==> config.mk <==
export PLATFORM = sky130hd
export DESIGN_NAME = noise_filter_edge
export DESIGN_NICKNAME = d
export VERILOG_FILES = /design/src/rtl/nf_pkg.sv /design/src/rtl/nf_len_sel.sv /design/src/rtl/nf_chan_filter.sv /design/src/rtl/nf_edge_unit.sv /design/src/rtl/noise_filter_edge.sv
export SDC_FILE = /design/constraint.sdc
export NUM_CORES = 1
export LEC_CHECK = 0
export BUFFER_PORTS_ARGS = -buffer_cell sky130_fd_sc_hd__buf_2
export CELL_PAD_IN_SITES_DETAIL_PLACEMENT = 0
export CELL_PAD_IN_SITES_GLOBAL_PLACEMENT = 1
export CORE_MARGIN = 2
export CORE_UTILIZATION = 47
export DETAILED_ROUTE_END_ITERATION = 10
export MAX_ROUTING_LAYER = met4
export PLACE_DENSITY = 0.91
export SLEW_MARGIN = 20
export SYNTH_ARGS = -nofsm -noshare
export SYNTH_HDL_FRONTEND = slang
export SYNTH_SLANG_ARGS = --single-unit
export TNS_END_PERCENT = 10
==> constraint.sdc <==
create_clock -name clk -period 5.85 [get_ports clk]
set_input_delay 1.17 -clock clk [delete_from_list [all_inputs] [get_ports clk]]
set_output_delay 1.17 -clock clk [all_outputs]
set_load 0.02 [all_outputs]
==> src/rtl/nf_pkg.sv <==
package nf_pkg;

    localparam int unsigned NF_SEL_W   = 2;
    localparam int unsigned NF_MAX_LEN = 1 << (1 << NF_SEL_W);
    localparam int unsigned NF_CNT_W   = $clog2(NF_MAX_LEN + 1);

    typedef logic [NF_CNT_W-1:0] nf_cnt_t;
    typedef logic [NF_SEL_W-1:0] nf_sel_t;

    // per-channel filter state
    typedef struct packed {
        logic    prev;   // last sampled pin value
        nf_cnt_t cnt;    // length of the current identical run
        logic    level;  // accepted (filtered) level
    } nf_chan_st_t;

    // per-channel edge pulse state
    typedef struct packed {
        logic rise;
        logic fall;
    } nf_edge_st_t;

    // length select: 0 -> 3, k -> 2^(k+1) otherwise
    function automatic nf_cnt_t nf_run_len(input nf_sel_t sel);
        if (sel == '0) begin
            return nf_cnt_t'(3);
        end
        return nf_cnt_t'(1) << (int'(sel) + 1);
    endfunction

endpackage

==> src/rtl/nf_len_sel.sv <==
module nf_len_sel
    import nf_pkg::*;
#(
    parameter int unsigned NUM_CH  = 4,
    parameter int unsigned PROG_CH = NUM_CH - 1,
    parameter int unsigned FIX_LEN = 3
) (
    input  nf_sel_t width_sel,
    output nf_cnt_t run_len [NUM_CH]
);

    localparam nf_cnt_t FIX_CNT = nf_cnt_t'(FIX_LEN);

    for (genvar ch = 0; ch < NUM_CH; ch++) begin : g_len
        if (ch == PROG_CH) begin : g_prog
            assign run_len[ch] = nf_run_len(width_sel);
        end else begin : g_fix
            assign run_len[ch] = FIX_CNT;
        end
    end

endmodule

==> src/rtl/nf_chan_filter.sv <==
module nf_chan_filter
    import nf_pkg::*;
(
    input  logic    clk,
    input  logic    rst_n,
    input  logic    sample_en,
    input  logic    pin,
    input  logic    bypass,
    input  nf_cnt_t run_len,
    output logic    level_q,
    output logic    level_d
);

    localparam nf_cnt_t CNT_CAP = nf_cnt_t'(NF_MAX_LEN);

    nf_chan_st_t st_d, st_q;

    always_comb begin
        st_d = st_q;
        if (bypass) begin
            st_d.prev  = pin;
            st_d.cnt   = '0;
            st_d.level = pin;
        end else if (sample_en) begin
            if (pin != st_q.prev) begin
                st_d.prev = pin;
                st_d.cnt  = nf_cnt_t'(1);
            end else if (st_q.cnt < CNT_CAP) begin
                st_d.cnt = st_q.cnt + nf_cnt_t'(1);
            end
            if (st_d.cnt >= run_len) begin
                st_d.level = pin;
            end
        end
    end

    always_ff @(posedge clk or negedge rst_n) begin
        if (!rst_n) begin
            st_q <= '0;
        end else begin
            st_q <= st_d;
        end
    end

    assign level_q = st_q.level;
    assign level_d = st_d.level;

    AST_LONE_SAMPLE_HOLDS: assert property (@(posedge clk) disable iff (!rst_n)
        (!bypass && sample_en && pin != st_q.prev) |=> $stable(level_q));

    AST_NO_STROBE_HOLDS: assert property (@(posedge clk) disable iff (!rst_n)
        (!bypass && !sample_en) |=> $stable(level_q));

    AST_RUN_BOUNDED: assert property (@(posedge clk) disable iff (!rst_n)
        st_q.cnt <= CNT_CAP);

    AST_BYPASS_TRACKS: assert property (@(posedge clk) disable iff (!rst_n)
        bypass |=> level_q == $past(pin));

endmodule

==> src/rtl/nf_edge_unit.sv <==
module nf_edge_unit
    import nf_pkg::*;
(
    input  logic clk,
    input  logic rst_n,
    input  logic level_q,
    input  logic level_d,
    input  logic rise_en,
    input  logic fall_en,
    output logic rise,
    output logic fall
);

    nf_edge_st_t eg_d, eg_q;

    always_comb begin
        eg_d      = '0;
        eg_d.rise = rise_en & level_d & ~level_q;
        eg_d.fall = fall_en & ~level_d & level_q;
    end

    always_ff @(posedge clk or negedge rst_n) begin
        if (!rst_n) begin
            eg_q <= '0;
        end else begin
            eg_q <= eg_d;
        end
    end

    assign rise = eg_q.rise;
    assign fall = eg_q.fall;

    AST_ONE_DIRECTION: assert property (@(posedge clk) disable iff (!rst_n)
        !(rise && fall));

endmodule

==> src/rtl/noise_filter_edge.sv <==
module noise_filter_edge
    import nf_pkg::*;
#(
    parameter int unsigned NUM_CH  = 4,
    parameter int unsigned FIX_LEN = 3
) (
    input  logic              clk,
    input  logic              rst_n,
    input  logic              sample_en,
    input  logic [1:0]        width_sel,
    input  logic [NUM_CH-1:0] pin_in,
    input  logic [NUM_CH-1:0] bypass,
    input  logic [NUM_CH-1:0] rise_en,
    input  logic [NUM_CH-1:0] fall_en,
    output logic [NUM_CH-1:0] level_out,
    output logic [NUM_CH-1:0] rise_pulse,
    output logic [NUM_CH-1:0] fall_pulse
);

    localparam int unsigned PROG_CH = NUM_CH - 1;

    nf_cnt_t           run_len [NUM_CH];
    logic [NUM_CH-1:0] lvl_next;

    nf_len_sel #(
        .NUM_CH  (NUM_CH),
        .PROG_CH (PROG_CH),
        .FIX_LEN (FIX_LEN)
    ) u_len (
        .width_sel (nf_sel_t'(width_sel)),
        .run_len   (run_len)
    );

    for (genvar ch = 0; ch < NUM_CH; ch++) begin : g_ch
        nf_chan_filter u_filt (
            .clk       (clk),
            .rst_n     (rst_n),
            .sample_en (sample_en),
            .pin       (pin_in[ch]),
            .bypass    (bypass[ch]),
            .run_len   (run_len[ch]),
            .level_q   (level_out[ch]),
            .level_d   (lvl_next[ch])
        );

        nf_edge_unit u_edge (
            .clk     (clk),
            .rst_n   (rst_n),
            .level_q (level_out[ch]),
            .level_d (lvl_next[ch]),
            .rise_en (rise_en[ch]),
            .fall_en (fall_en[ch]),
            .rise    (rise_pulse[ch]),
            .fall    (fall_pulse[ch])
        );

        AST_RISE_MATCHES_LEVEL: assert property (@(posedge clk) disable iff (!rst_n)
            rise_pulse[ch] |-> (level_out[ch] && !$past(level_out[ch])));

        AST_FALL_MATCHES_LEVEL: assert property (@(posedge clk) disable iff (!rst_n)
            fall_pulse[ch] |-> (!level_out[ch] && $past(level_out[ch])));

        AST_RISE_GATED: assert property (@(posedge clk) disable iff (!rst_n)
            rise_pulse[ch] |-> $past(rise_en[ch]));

        AST_FALL_GATED: assert property (@(posedge clk) disable iff (!rst_n)
            fall_pulse[ch] |-> $past(fall_en[ch]));

        AST_RISE_SINGLE: assert property (@(posedge clk) disable iff (!rst_n)
            rise_pulse[ch] |=> !rise_pulse[ch]);
    end

    AST_RESET_CLEARS: assert property (@(posedge clk)
        !rst_n |-> (level_out == '0 && rise_pulse == '0 && fall_pulse == '0));

endmodule

==> flow_summary.json <==
{
  "cts_hold_buf": 0,
  "rr_startpoint": "g_ch[3].u_filt.st_q[6]$_DFFE_PN0P_",
  "synthSimpleGateAreaFrac": 0.2084,
  "hold_path.class": "reg -> reg",
  "synth_area_leader_cell": "dfrtp_1",
  "final_cell_mix": "dfrtp_1 (36), nor2_1 (33), buf_2 (32)",
  "cts_tree": "done",
  "synthAdderAreaFrac": 0.05166,
  "setup_viol": 0,
  "multi_input_area_sq_um": 1120,
  "synth_compound_area_frac": 0.1642,
  "cts.htree.levels": 2,
  "holdWs_ns": 0.5177,
  "die_width_um": 72.10,
  "grt_pass1_vias": 1489,
  "grt_overflow_total": 0,
  "critPathRequiredTime_ns": 6.02,
  "fin_crit_ns": 2.861,
  "initialDrtViolationCount": 80,
  "yosys.area.top_type_share": 0.4133,
  "crit_start": "pin_in[3]",
  "synth_nets": 261,
  "cts_buffer_depth": 2,
  "async_reset_ff_frac": 1.000,
  "synthMuxAreaShare": 0.04994,
  "total_power_w": 0.0005498,
  "yosysWarnings": 0,
  "synthesis.area_sq_um": 2180,
  "antenna_left": 0,
  "final_nets": 280,
  "hold_violations": 0,
  "core_sq_um": 4414,
  "ir_drop_mv": 0.1548,
  "crit_fanout": 11,
  "max_freq_mhz": 349.6,
  "initial_core_util": 0.4938,
  "cap_violations": 0,
  "synth-seq-area-share": 0.4133,
  "portBuffers": 32,
  "wirelength_um": 3807,
  "gp_congestion": 0.7863,
  "setup_tns_ns": 0,
  "cts_root_buffer": "clkbuf_8",
  "io_pins": 33,
  "synthDistinctLibCells": 43,
  "track_usage": 0.1673,
  "nFillCells": 413,
  "design.die.area_sq_um": 5198,
  "antenna_cells": 0,
  "rsz0062_at_grt": "no",
  "avgSynthCellArea_sq_um": 9.435,
  "hpwlAfterDp_um": 2662,
  "dr_total_vias": 1662,
  "leakage_nw": 1.129,
  "slew_viol_final": 0,
  "startpoint_type": "input port",
  "die_h_um": 72.10,
  "hold_path.startpoint": "g_ch[3].u_filt.st_q[6]$_DFFE_PN0P_",
  "regArea_sq_um": 900.9,
  "grt_start_max_net_pins": 37,
  "fp-row-count": 24,
  "place_inst": 295,
  "synthCells": 231,
  "clock_sinks": 36,
  "slew_headroom": 0.4694,
  "synth_top_family_by_area": "simple AND/OR/NAND/NOR gates",
  "synth_seq_cells": 36,
  "period_share": 0.4890,
  "vias_per_cell": 5.485,
  "insertion_delay_ns": 0.29,
  "synth-edff-count": 0,
  "finalNonFillerCells": 303,
  "endpoint_kind": "flip-flop",
  "skew_ns": 0.009258,
  "synth-xor-area-share": 0.03961,
  "outcome": "complete, no violations",
  "grt_pass1_wl_um": 6644,
  "drtPass1Iterations": 4,
  "ys.flop_type": "dfrtp_1",
  "p_per_area_nw_per_um2": 231.9,
  "worstSetupPathType": "in -> reg",
  "post_cts_resized": 0,
  "arrival_ns": 3.03,
  "cts_setup_buffers": 0,
  "drc": 0,
  "synthTopCellsByArea": "dfrtp_1 (41%), nor2_1 (5.7%), ha_1 (5.2%)",
  "tightest_slew_ns": 0.7959,
  "antenna_found_initial": 0,
  "wl_per_cell_um": 12.56,
  "syn2layout_area_growth_pct": 8.783,
  "cts_inserted_buffers": 5,
  "clk_pin_slew_worst_paths_ns": 0.08,
  "layout_commonest_cell": "dfrtp_1",
  "drive_gt1_frac": 0.2072
}
[synth_stat cells (3+ instances only)]
cell and n:
dfrtp_1 36, nor2_1 33, a21oi_1 13, buf_4 12
o21ai_0 11, and4b_1 10, ha_1 9, inv_1 9
nor2b_1 9, nand2_1 8, a22oi_1 7, xnor2_1 7
clkbuf_1 6, nand2b_1 6, nor3_1 6, a21boi_0 3
a2bb2oi_1 3, a31oi_1 3, mux2_4 3, mux2i_1 3
nand4_1 3, o21ai_1 3, o22a_1 3
[final timing paths]
path	endpoint	depth (start not counted)	slack [ns]
setup / recovery	g_ch[3].u_edge.fall$_DFF_PN0_	8	2.99
min in group asynchronous	g_ch[3].u_filt.st_q[1]$_DFFE_PN0P_	1	0.97
setup reg to reg	g_ch[3].u_edge.fall$_DFF_PN0_	7	3.60
hold / removal	g_ch[3].u_filt.st_q[6]$_DFFE_PN0P_	2	0.52
hold reg to reg	g_ch[3].u_filt.st_q[6]$_DFFE_PN0P_	2	0.52
max in group asynchronous	g_ch[0].u_edge.fall$_DFF_PN0_	1	4.37
[layout make-up]
class                           instances  share of cell area
Multi-Input combinational cell        165              0.4723
Sequential cell                        36              0.3799
Timing Repair Buffer                   32             0.06755
Clock buffer                            5             0.02902
Tap cell                               52             0.02744
Inverter                               10             0.01583
Clock inverter                          3            0.007916
[worst max-delay path: stages]
cell	delay, ns
buf_2	0.12
xor2_1	0.60
nor2_1	0.12
ha_1	0.37
a21oi_1	0.27
nand2_1	0.08
a31oi_1	0.22
nor2_1	0.08
[registers in the layout (all words and copies together) (netlist names)]
name,count
g_ch.u_filt.st_q,24
g_ch.u_edge.fall,4
g_ch.u_edge.rise,4
g_ch.u_filt.level_q,4
[power breakdown]
part,internal [W],switching (W)
registers,0.000263,0.0000123
logic,0.0000439,0.0000572
clock network,0.0000829,0.0000907
[per-stage QoR]
| step | util | cell area, sq um | setup slack (ns) |
|---|---|---|---|
| floorplan | - | 2180 | 3.298 |
| global placement | 0.5173 | 2283 | 2.796 |
| detailed placement | 0.5173 | 2283 | 2.725 |
| CTS | 0.5371 | 2371 | 3.007 |
| global route | 0.5371 | 2371 | 2.805 |
| finish | 0.5371 | 2371 | 2.989 |
[cell families (layout without fill, tap and decap cells)]
| kind of cell | count (synthesis) | in the layout |
|---|---|---|
| adder cells (fa/ha/maj) | 9 | 9 |
| multiplexers | 9 | 9 |
| flip-flops | 36 | 36 |
| AND/OR/NAND/NOR | 83 | 83 |
| XOR/XNOR | 9 | 9 |
| buffers and inverters | 30 | 50 |
| AO/OA/AOI/OAI | 55 | 55 |
[metal layers]
layer / part of all wire / up-vias / global-route usage
met5: 0 / - / -
met1: 0.49 / 783 / 0.2242
li1: - / 850 / -
met2: 0.46 / 24 / 0.2487
met4: 0.018 / 0 / 0.06918
met3: 0.031 / 5 / 0.03333
Power figures use the tool's default switching activity.
